## config.mk

```make
export PLATFORM = sky130hd
export DESIGN_NAME = sdram_init_seq
export DESIGN_NICKNAME = d
export VERILOG_FILES = /design/src/rtl/sdram_init_pkg.sv /design/src/rtl/sdram_init_timer.sv /design/src/rtl/sdram_init_step_rom.sv /design/src/rtl/sdram_init_ctrl.sv /design/src/rtl/sdram_cmd_mux.sv /design/src/rtl/sdram_init_seq.sv
export SDC_FILE = /design/constraint.sdc
export NUM_CORES = 1
export LEC_CHECK = 0
export ABC_AREA = 1
export BUFFER_PORTS_ARGS = -buffer_cell sky130_fd_sc_hd__buf_4
export CORE_AREA = 4 4 63 65
export DETAILED_ROUTE_END_ITERATION = 8
export DIE_AREA = 0 0 67 69
export PLACE_DENSITY = 0.74
export SLEW_MARGIN = 0
export SYNTH_ARGS = -nofsm -noshare
export SYNTH_HDL_FRONTEND = slang
export SYNTH_SLANG_ARGS = --single-unit
```

## constraint.sdc

```tcl
create_clock -name clk -period 2.35 [get_ports clk]
set_input_delay 0.47 -clock clk [delete_from_list [all_inputs] [get_ports clk]]
set_output_delay 0.47 -clock clk [all_outputs]
set_load 0.02 [all_outputs]
```

## src/rtl/sdram_init_pkg.sv

```systemverilog
package sdram_init_pkg;

  localparam int KIND_SDR   = 0;
  localparam int KIND_DDR   = 1;
  localparam int KIND_LPDDR = 2;
  localparam int KIND_DDR2  = 3;

  typedef enum logic [2:0] {
    OP_NONE = 3'd0,
    OP_CKE  = 3'd1,
    OP_PRE  = 3'd2,
    OP_LMR  = 3'd3,
    OP_REF  = 3'd4
  } init_op_e;

  localparam int PRE_ALL_ADDR = 32'h400;
  localparam int DLL_RST_BIT  = 32'h100;
  localparam int OCD_DEFAULT  = 32'h380;
  localparam int DDR2_WR_FLD  = 2 << 9;

  // number of extended loads placed before the DLL-reset load
  function automatic int ext_loads(input int kind);
    case (kind)
      KIND_SDR:  return 0;
      KIND_DDR2: return 3;
      default:   return 1;
    endcase
  endfunction

  function automatic int step_total(input int kind);
    return 7 + ext_loads(kind) + ((kind == KIND_DDR2) ? 2 : 0);
  endfunction

  function automatic int ceil_log2(input int v);
    int r;
    r = 0;
    while ((1 << r) < v) r++;
    return r;
  endfunction

  function automatic int mode_value(input int kind, input int cl, input int phases);
    int bl;
    bl = (kind == KIND_SDR) ? phases : 2 * phases;
    return ceil_log2(bl) + (cl << 4) + ((kind == KIND_DDR2) ? DDR2_WR_FLD : 0);
  endfunction

  // step role relative to the end of the extended-load group
  function automatic int tail_pos(input int kind, input int idx);
    return idx - 2 - ext_loads(kind);
  endfunction

  function automatic init_op_e step_op(input int kind, input int idx);
    int t;
    t = tail_pos(kind, idx);
    if (idx == 0) return OP_CKE;
    if (idx == 1) return OP_PRE;
    if (t < 0) return OP_LMR;
    case (t)
      1:       return OP_PRE;
      2, 3:    return OP_REF;
      default: return OP_LMR;
    endcase
  endfunction

  function automatic int step_addr(input int kind, input int cl, input int phases, input int idx);
    int t;
    t = tail_pos(kind, idx);
    if (idx == 0) return 0;
    if (idx == 1) return PRE_ALL_ADDR;
    if (t < 0) return 0;
    case (t)
      0:       return mode_value(kind, cl, phases) + DLL_RST_BIT;
      1:       return PRE_ALL_ADDR;
      4:       return mode_value(kind, cl, phases);
      5:       return OCD_DEFAULT;
      default: return 0;
    endcase
  endfunction

  function automatic int step_bank(input int kind, input int idx);
    int t;
    t = tail_pos(kind, idx);
    if (idx < 2) return 0;
    if (t < 0) begin
      if (kind == KIND_DDR2) return 3 - (idx - 2);
      if (kind == KIND_LPDDR) return 2;
      return 1;
    end
    if (t >= 5) return 1;
    return 0;
  endfunction

  function automatic int step_hold(input int kind, input int idx,
                                   input int pwr_w, input int mode_w, input int ref_w);
    int t;
    t = tail_pos(kind, idx);
    if (idx == 0) return pwr_w;
    if (idx == 1 || t < 0) return 0;
    case (t)
      0, 4:    return mode_w;
      2, 3:    return ref_w;
      default: return 0;
    endcase
  endfunction

endpackage

```

## src/rtl/sdram_init_timer.sv

```systemverilog
module sdram_init_timer #(
  parameter int CNT_W = 11
) (
  input  logic             clk,
  input  logic             rst,
  input  logic             load,
  input  logic [CNT_W-1:0] hold,
  output logic             busy,
  output logic             expire
);
  logic [CNT_W-1:0] cnt_q;

  always_ff @(posedge clk) begin
    if (rst)
      cnt_q <= '0;
    else if (load)
      cnt_q <= hold;
    else if (cnt_q != '0)
      cnt_q <= cnt_q - 1'b1;
  end

  assign busy   = (cnt_q != '0);
  assign expire = (cnt_q == CNT_W'(1));
endmodule

```

## src/rtl/sdram_init_step_rom.sv

```systemverilog
module sdram_init_step_rom
  import sdram_init_pkg::*;
#(
  parameter int MEM_KIND   = KIND_DDR2,
  parameter int CAS_LAT    = 3,
  parameter int PHASES     = 2,
  parameter int ADDR_W     = 13,
  parameter int BANK_W     = 2,
  parameter int CNT_W      = 11,
  parameter int IDX_W      = 4,
  parameter int PWRUP_WAIT = 2000,
  parameter int MODE_WAIT  = 200,
  parameter int REF_WAIT   = 4
) (
  input  logic [IDX_W-1:0]  idx,
  output init_op_e          op,
  output logic [ADDR_W-1:0] addr,
  output logic [BANK_W-1:0] bank,
  output logic [CNT_W-1:0]  hold,
  output logic              last
);
  localparam int STEPS = step_total(MEM_KIND);

  assign op   = step_op(MEM_KIND, int'(idx));
  assign addr = ADDR_W'(step_addr(MEM_KIND, CAS_LAT, PHASES, int'(idx)));
  assign bank = BANK_W'(step_bank(MEM_KIND, int'(idx)));
  assign hold = CNT_W'(step_hold(MEM_KIND, int'(idx), PWRUP_WAIT, MODE_WAIT, REF_WAIT));
  assign last = (int'(idx) == STEPS - 1);
endmodule

```

## src/rtl/sdram_init_ctrl.sv

```systemverilog
module sdram_init_ctrl
  import sdram_init_pkg::*;
#(
  parameter int IDX_W = 4
) (
  input  logic             clk,
  input  logic             rst,
  input  init_op_e         op,
  input  logic             hold_zero,
  input  logic             last,
  input  logic             expire,
  output logic [IDX_W-1:0] idx,
  output logic             issue_now,
  output logic             cke_out,
  output logic             done
);
  typedef enum logic [1:0] {S_IDLE, S_ISSUE, S_WAIT, S_DONE} ctl_state_e;

  ctl_state_e       state_q;
  logic [IDX_W-1:0] idx_q;
  logic             cke_q;
  logic             step_end;

  // a step is finished when its wait is zero at issue, or its wait expires
  assign step_end = (state_q == S_ISSUE && hold_zero) || (state_q == S_WAIT && expire);

  always_ff @(posedge clk) begin
    if (rst) begin
      state_q <= S_IDLE;
      idx_q   <= '0;
      cke_q   <= 1'b0;
    end else begin
      if (state_q == S_ISSUE && op == OP_CKE) cke_q <= 1'b1;
      case (state_q)
        S_IDLE:  state_q <= S_ISSUE;
        S_ISSUE: if (!hold_zero) state_q <= S_WAIT;
        default: ;
      endcase
      if (step_end) begin
        if (last) state_q <= S_DONE;
        else begin
          state_q <= S_ISSUE;
          idx_q   <= idx_q + 1'b1;
        end
      end
    end
  end

  assign idx       = idx_q;
  assign issue_now = (state_q == S_ISSUE);
  assign cke_out   = cke_q || (issue_now && op == OP_CKE);
  assign done      = (state_q == S_DONE);
endmodule

```

## src/rtl/sdram_cmd_mux.sv

```systemverilog
module sdram_cmd_mux
  import sdram_init_pkg::*;
#(
  parameter int ADDR_W = 13,
  parameter int BANK_W = 2
) (
  input  logic              sel_ctl,
  input  logic              seq_active,
  input  init_op_e          seq_op,
  input  logic [ADDR_W-1:0] seq_addr,
  input  logic [BANK_W-1:0] seq_bank,
  input  logic              seq_cke,
  input  logic [ADDR_W-1:0] ctl_addr,
  input  logic [BANK_W-1:0] ctl_bank,
  input  logic [3:0]        ctl_pins,
  input  logic              ctl_cke,
  output logic [ADDR_W-1:0] out_addr,
  output logic [BANK_W-1:0] out_bank,
  output logic [3:0]        out_pins,
  output logic              out_cke,
  output logic              seq_is_nop
);
  logic [3:0]        enc_pins;
  logic [ADDR_W-1:0] enc_addr;
  logic [BANK_W-1:0] enc_bank;

  // pins ordered {cs_n, ras_n, cas_n, we_n}
  always_comb begin
    enc_pins = 4'b0111;
    enc_addr = '0;
    enc_bank = '0;
    if (seq_active) begin
      enc_addr = seq_addr;
      enc_bank = seq_bank;
      case (seq_op)
        OP_PRE:  enc_pins = 4'b0010;
        OP_LMR:  enc_pins = 4'b0000;
        OP_REF:  enc_pins = 4'b0001;
        default: enc_pins = 4'b0111;
      endcase
    end
  end

  assign seq_is_nop = (enc_pins == 4'b0111);

  assign out_addr = sel_ctl ? ctl_addr : enc_addr;
  assign out_bank = sel_ctl ? ctl_bank : enc_bank;
  assign out_pins = sel_ctl ? ctl_pins : enc_pins;
  assign out_cke  = sel_ctl ? ctl_cke  : seq_cke;
endmodule

```

## src/rtl/sdram_init_seq.sv

```systemverilog
module sdram_init_seq
  import sdram_init_pkg::*;
#(
  parameter int MEM_KIND   = KIND_DDR2,
  parameter int CAS_LAT    = 3,
  parameter int PHASES     = 2,
  parameter int ADDR_W     = 13,
  parameter int BANK_W     = 2,
  parameter int PWRUP_WAIT = 2000,
  parameter int MODE_WAIT  = 200,
  parameter int REF_WAIT   = 4
) (
  input  logic              clk,
  input  logic              rst,
  input  logic [ADDR_W-1:0] ctl_addr,
  input  logic [BANK_W-1:0] ctl_bank,
  input  logic              ctl_cs_n,
  input  logic              ctl_ras_n,
  input  logic              ctl_cas_n,
  input  logic              ctl_we_n,
  input  logic              ctl_cke,
  output logic [ADDR_W-1:0] mem_addr,
  output logic [BANK_W-1:0] mem_bank,
  output logic              mem_cs_n,
  output logic              mem_ras_n,
  output logic              mem_cas_n,
  output logic              mem_we_n,
  output logic              mem_cke,
  output logic              init_done
);
  localparam int STEPS    = step_total(MEM_KIND);
  localparam int IDX_W    = $clog2(STEPS);
  localparam int MAX_WAIT = (PWRUP_WAIT > MODE_WAIT) ?
                            ((PWRUP_WAIT > REF_WAIT) ? PWRUP_WAIT : REF_WAIT) :
                            ((MODE_WAIT > REF_WAIT) ? MODE_WAIT : REF_WAIT);
  localparam int CNT_W    = $clog2(MAX_WAIT + 1);

  logic [IDX_W-1:0]  step_idx;
  init_op_e          step_kind;
  logic [ADDR_W-1:0] step_addr_w;
  logic [BANK_W-1:0] step_bank_w;
  logic [CNT_W-1:0]  step_hold_w;
  logic              step_last;
  logic              wait_busy;
  logic              wait_expire;
  logic              issue_now;
  logic              seq_cke;
  logic              seq_is_nop;
  logic [3:0]        pins;

  sdram_init_step_rom #(
    .MEM_KIND(MEM_KIND), .CAS_LAT(CAS_LAT), .PHASES(PHASES),
    .ADDR_W(ADDR_W), .BANK_W(BANK_W), .CNT_W(CNT_W), .IDX_W(IDX_W),
    .PWRUP_WAIT(PWRUP_WAIT), .MODE_WAIT(MODE_WAIT), .REF_WAIT(REF_WAIT)
  ) u_rom (
    .idx(step_idx), .op(step_kind), .addr(step_addr_w), .bank(step_bank_w),
    .hold(step_hold_w), .last(step_last)
  );

  sdram_init_timer #(.CNT_W(CNT_W)) u_timer (
    .clk(clk), .rst(rst), .load(issue_now), .hold(step_hold_w),
    .busy(wait_busy), .expire(wait_expire)
  );

  sdram_init_ctrl #(.IDX_W(IDX_W)) u_ctrl (
    .clk(clk), .rst(rst), .op(step_kind), .hold_zero(step_hold_w == '0),
    .last(step_last), .expire(wait_expire), .idx(step_idx),
    .issue_now(issue_now), .cke_out(seq_cke), .done(init_done)
  );

  sdram_cmd_mux #(.ADDR_W(ADDR_W), .BANK_W(BANK_W)) u_mux (
    .sel_ctl(init_done), .seq_active(issue_now), .seq_op(step_kind),
    .seq_addr(step_addr_w), .seq_bank(step_bank_w), .seq_cke(seq_cke),
    .ctl_addr(ctl_addr), .ctl_bank(ctl_bank),
    .ctl_pins({ctl_cs_n, ctl_ras_n, ctl_cas_n, ctl_we_n}), .ctl_cke(ctl_cke),
    .out_addr(mem_addr), .out_bank(mem_bank), .out_pins(pins), .out_cke(mem_cke),
    .seq_is_nop(seq_is_nop)
  );

  assign {mem_cs_n, mem_ras_n, mem_cas_n, mem_we_n} = pins;
endmodule

```

==> flow_summary.yaml, run 1 <==
power_and_ir_drop:
  p_comb_share_pct: 52.0
  seq_power_share_pct: 36.2
  p_leak_nw: 1.062
  power_density_nw_per_um2: 574.3
  switchingPower_w: 0.0005643
  pwr-share-clk_pct: 11.8
  p_int_w: 0.0007235
  switching_share_pct: 43.82
  ir_worst_vdd_uv: 540.2
synthesis:
  synth_edf_count: 0
  netlist_area_um2: 1565
  ys_warn_count: 0
  synthArstFlopShare_pct: 0
  synth_flop_cell: "dfxtp_1"
  synthCells: 229
  ys_seq_elements: 18
  synth.avg_cell_area_um2: 6.835
  ys_types: 31
  synth.yosys.seq_area_share_pct: 23.02
  syn_nets: 263
timing:
  max_slew_margin_pct: 74.93
  finClkSkew_ns: 0.004442
  min_period_ns: 2.565
  fmax_mhz: 389.9
  hold_violations: 0
  setup_ws_ns: -0.2150
  rsz0062_at_grt: "yes"
  post-route-period-util_pct: 109.1
  hold_ws_ns: 0.4265
  drv_slew: 0
  setup_viol: 12
  tightest_slew_ns: 0.3757
detailed_routing:
  drtPass1Iterations: 4
  vias_per_cell: 4.970
  drt_iter0_markers: 64
  drtAntennaViolNets: 0
  drc_errors: 0
  drt_wl_total_um: 4073
  wl_per_cell_um: 12.16
  via_count: 1665
floorplanning:
  row_count: 21
  ios: 43
  die_area_um2: 4623
  core_area_um2: 3337
  die_y_um: 69
  die_w_um: 67
  start_util_pct: 46.91
place:
  dp.cells: 322
  port_buffers: 42
  gp_congestion: 0.8852
  dpl.hpwl_um: 3010
  post-place-ws_ns: 0.004271
clocking:
  tritoncts: "done"
  clock_latency_ns: 0.29
  numCtsBuffers: 3
  clockBufferDepth: 2
  cts_hold_buf: 0
  cts_sinks: 18
  h-tree-depth: 1
  clockRootBuffer: "clkbuf_4"
  path_clk_slew_ns: 0.09
layout:
  mostFrequentLayoutCell: "buf_4"
  final_util_pct: 67.19
  diodes: 0
  area_growth_pct: 43.25
  fin_cells: 335
  layout-drive-gt1-share_pct: 41.87
  finalNetCount: 325
  layout_common_cells: "buf_4 (52), nand2_1 (35), inv_1 (29)"
grt:
  antenna_found_initial: 0
  grt_use_met2_pct: 29.80
  grt_pass1_vias: 1536
  use_met1_pct: 23.54
  grt_pass1_wl_um: 6831
  grt_start_max_net_pins: 13
  top_usage_layer: "met2"
  use_met3_pct: 4.221
  grt.overflow.total: 0
  grt_use_total_pct: 18.02
min_path:
  whs_endpoint: "u_ctrl.idx[0]"
  whs_path_depth: 2
  holdCritStartpoint: "rst"
  holdCritPathClass: "input port to flip-flop"
worst_setup_path:
  criticalPathCategory: "flip-flop to primary output"
  rr_worst_depth: 13
  endpoint_kind: "primary output"
  rr_endpoint: "u_ctrl.idx[1]"
  crit_required_ns: 1.88
  cp.arrival_ns: 2.10
  reg2reg_slack_ns: 0.39
  r2r_start: "u_ctrl.idx[1]"
  start_kind: "flip-flop"
  path_max_fanout: 5
run_status:
  violations: "setup timing"
  run_status: "finished, violations left"
job:
  maxCapViolations: 0
[logic make-up after synthesis]
logic type	after synthesis	share of synthesized area [%]
DFF	18	23.02
and+or+nand+nor	113	38.45
adders and majority gates	12	9.592
buffers and inverters	43	10.31
xor gates and xnor gates	8	4.477
AOI/OAI and AO/OA	35	14.15
[registers in the layout, indices dropped and copies added (netlist names)]
signal,cells
u_ctrl.state_q,2
u_ctrl.cke_q,1
u_timer.cnt_q,11
u_ctrl.idx,4
[metal layers]
layer | wire length [µm] | share of wire, % | vias up
li1 | - | - | 865
met1 | 1756 | 43 | 747
met2 | 1974 | 48 | 47
met3 | 290 | 7.1 | 6
met4 | 52 | 1.3 | 0
met5 | 0 | 0 | -
[power by group through the flow]
stage	logic, W	registers, W	clock network, W
finish	0.000669	0.000466	0.000152
global route	0.000755	0.000478	0.000174
CTS	0.000664	0.000465	0.000157
detailed placement	0.000650	0.000472	0
global placement	0.000643	0.000471	0
floorplan	0.000497	0.000455	0
[final cells by class]
cell class | count | area (µm²)
tap | 46 | 57.56
fill | 274 | 1095
inverter | 39 | 146.4
sequential | 18 | 364.1
multi-input combinational | 168 | 1160
clock buffer | 3 | 22.52
timing repair buffer | 61 | 491.7
[how the worst max path moves through the flow]
| stage | startpoint | end | cells after the start |
|---|---|---|---|
| 2_1_floorplan | u_ctrl.idx[2] | mem_ras_n | 10 |
| 3_3_place_gp | u_ctrl.idx[1] | mem_cas_n | 13 |
| 3_5_place_dp | u_ctrl.idx[2] | mem_cas_n | 13 |
| 4_1_cts | u_ctrl.idx[1] | mem_addr[8] | 10 |
| 5_1_grt | u_ctrl.idx[1] | mem_cas_n | 14 |
| 6_report | u_ctrl.idx[1] | mem_addr[8] | 10 |
[synthesized netlist by cell type (all sizes together) (3+ instances only)]
master  instances  area, µm²
nand2          45      188.9
inv            39      146.4
nor2           35      182.7
nand3          21      150.1
dfxtp          18      360.4
a21oi          13      80.07
ha             12      150.1
o21ai          10      50.04
xor2            6      52.55
nand4           5      37.53
a211oi          4      30.03
clkbuf          4      15.01
nor3            3      15.01
o31ai           3      22.52
[timing repair]
item                       CTS  global route
setup endpoints to repair   11            13
resized for setup           29            11
setup buffers                7             3
hold endpoints to repair     0             0
pin swaps                   15            16
[critical path, cell delays in order (launching register included)]
cell      delay, ns
dfxtp_2        0.35
inv_2          0.06
ha_4           0.16
ha_4           0.23
nand3_4        0.13
nand3_4        0.13
nand3b_1       0.23
o31ai_2        0.09
nand3_1        0.13
o21ai_2        0.16
buf_6          0.13
[stage by stage]
stage / power (W) / setup TNS [ns] / area [µm²]
final: 0.001288 / -1.673 / 2242
after global routing: 0.001407 / -3.309 / 2242
after CTS: 0.001287 / -1.087 / 2183
after detailed placement: 0.001123 / 0 / 2003
after global placement: 0.001114 / 0 / 2003
after floorplan: 0.0009522 / 0 / 1578
Power figures use the tool's default switching activity.
==> run 2: changes to the inputs <==
CORE_AREA = 2 2 61 63   (was 4 4 63 65)
DIE_AREA = 0 0 63 65   (was 0 0 67 69)
==> flow_summary.yaml, run 2 (synthesis results as in run 1) <==
detailed_routing:
  vias_per_cell: 4.934
  wl_per_cell_um: 11.62
  drt_iter0_markers: 58
  drtPass1Iterations: 4
  via_count: 1653
  drc_errors: 0
  drt_wl_total_um: 3893
  drtAntennaViolNets: 0
clocking:
  numCtsBuffers: 3
  h-tree-depth: 1
  cts_sinks: 18
  clock_latency_ns: 0.30
  path_clk_slew_ns: 0.10
  clockBufferDepth: 2
  clockRootBuffer: "clkbuf_4"
  tritoncts: "done"
worst_setup_path:
  crit_required_ns: 1.88
  start_kind: "flip-flop"
  crit_end: "mem_addr[7]"
  rr_worst_depth: 12
  r2r_start: "u_ctrl.idx[1]"
  path_max_fanout: 5
  reg2reg_slack_ns: 0.48
  criticalPathCategory: "flip-flop to primary output"
  timing.critical_path.from: "u_ctrl.idx[1]"
  cp.arrival_ns: 2.06
  endpoint_kind: "primary output"
  rr_endpoint: "u_ctrl.idx[1]"
floorplanning:
  ios: 43
  row_count: 22
  die_area_um2: 4095
  die_w_um: 63
  core_area_um2: 3496
  start_util_pct: 44.77
  die_y_um: 65
timing:
  hold_violations: 0
  min_period_ns: 2.533
  drv_slew: 0
  max_slew_margin_pct: 79.54
  rsz0062_at_grt: "yes"
  post-route-period-util_pct: 107.8
  tightest_slew_ns: 0.3065
  hold_ws_ns: 0.4250
  setup_viol: 11
  fmax_mhz: 394.7
  setup_ws_ns: -0.1833
  finClkSkew_ns: 0.003626
job:
  maxCapViolations: 0
run_status:
  violations: "setup timing"
  run_status: "finished, violations left"
min_path:
  holdCritPathClass: "input port to flip-flop"
grt:
  grt_pass1_vias: 1573
  grt.overflow.total: 0
  grt_use_total_pct: 19.94
  grt_pass1_wl_um: 6568
  grt_start_max_net_pins: 13
  antenna_found_initial: 0
layout:
  largest-register: "u_timer.cnt_q"
  finish.instance_area_um2: 2212
  largest_register_ffs: 11
  nFillCells: 299
  final_util_pct: 63.28
  layout_common_cells: "buf_4 (48), nand2_1 (33), inv_1 (30)"
  finalNetCount: 323
  fin_cells: 335
  mostFrequentLayoutCell: "buf_4"
  area_growth_pct: 41.33
  layout-drive-gt1-share_pct: 40.42
  diodes: 0
place:
  dp.cells: 325
  placed_area_um2: 2013
  dpl.hpwl_um: 2989
  port_buffers: 42
  gp_congestion: 0.9148
  post-place-ws_ns: 0.01388
power_and_ir_drop:
  switchingPower_w: 0.0005616
  ir_worst_vdd_uv: 517.8
  power_density_nw_per_um2: 582.0
  switching_share_pct: 43.63
  p_leak_nw: 1.052
  p_comb_share_pct: 51.7
  p_int_w: 0.0007257
  pwr-share-clk_pct: 12.1
  seq_power_share_pct: 36.1
==> run 2: cell count changes in the layout (fill, tap and decap cells not counted), moves of 2 or more <==
cell     previous run  this run
buf_4              52        48
o31ai_1             1         3
buf_6               9        11
nand2_2             7        10
inv_2              10         8
o31ai_2             2         0
nand2_1            35        33
==> run 2: layout make-up <==
| class | count | area (µm²) | area share, % |
|---|---|---|---|
| Multi-Input combinational cell | 168 | 1132 | 51.19 |
| Timing Repair Buffer | 59 | 484.2 | 21.89 |
| Sequential cell | 18 | 364.1 | 16.46 |
| Inverter | 39 | 148.9 | 6.731 |
| Tap cell | 48 | 60.06 | 2.715 |
| Clock buffer | 3 | 22.52 | 1.018 |
==> run 2: stage by stage <==
stage               TNS [ns]  power [W]
global placement           0   0.001114
floorplan                  0  0.0009522
global route          -3.020   0.001413
detailed placement         0   0.001126
CTS                   -1.069   0.001287
finish                -1.509   0.001287
==> run 2: worst min-delay path by stage <==
stage	startpoint	endpoint	cells after the start
3_5_place_dp	u_ctrl.cke_q	u_ctrl.cke_q	2
3_3_place_gp	u_ctrl.cke_q	u_ctrl.cke_q	2
5_1_grt	rst	u_ctrl.idx[0]	2
4_1_cts	rst	u_ctrl.idx[0]	2
2_1_floorplan	u_ctrl.cke_q	u_ctrl.cke_q	2
6_report	rst	u_ctrl.idx[0]	2
==> run 2: timing repair <==
action                                  4_1_cts  5_1_grt
gates resized for setup                      29       10
endpoints found under the hold margin         0        0
endpoints found under the setup margin       11       13
setup buffers                                 5        2
pin swaps                                    12        8
hold buffers                                  0        0
==> run 2: power groups by stage <==
| stage | logic (W) | registers, W | clock network (W) |
|---|---|---|---|
| 2_1_floorplan | 0.000497 | 0.000455 | 0 |
| 3_3_place_gp | 0.000645 | 0.000470 | 0 |
| 4_1_cts | 0.000664 | 0.000464 | 0.000159 |
| 3_5_place_dp | 0.000655 | 0.000471 | 0 |
| 6_report | 0.000666 | 0.000465 | 0.000156 |
| 5_1_grt | 0.000764 | 0.000475 | 0.000174 |
==> run 2: critical path, stage by stage (launching register included) <==
cell and delay (ns):
dfxtp_2 0.34, inv_2 0.05, ha_4 0.16, ha_4 0.26, nand3_4 0.11, nand3_4 0.12
nand3b_1 0.21, buf_4 0.15, nand3b_1 0.16, nand2_1 0.09, buf_6 0.12
==> run 2: routing by layer <==
metal / track usage (%) / share of wire (%) / up-vias
li1: - / - / 855
met5: 0 / 0 / -
met2: 35.64 / 50 / 38
met4: 7.500 / 1.1 / 0
met3: 4.861 / 4.1 / 4
met1: 22.91 / 45 / 756
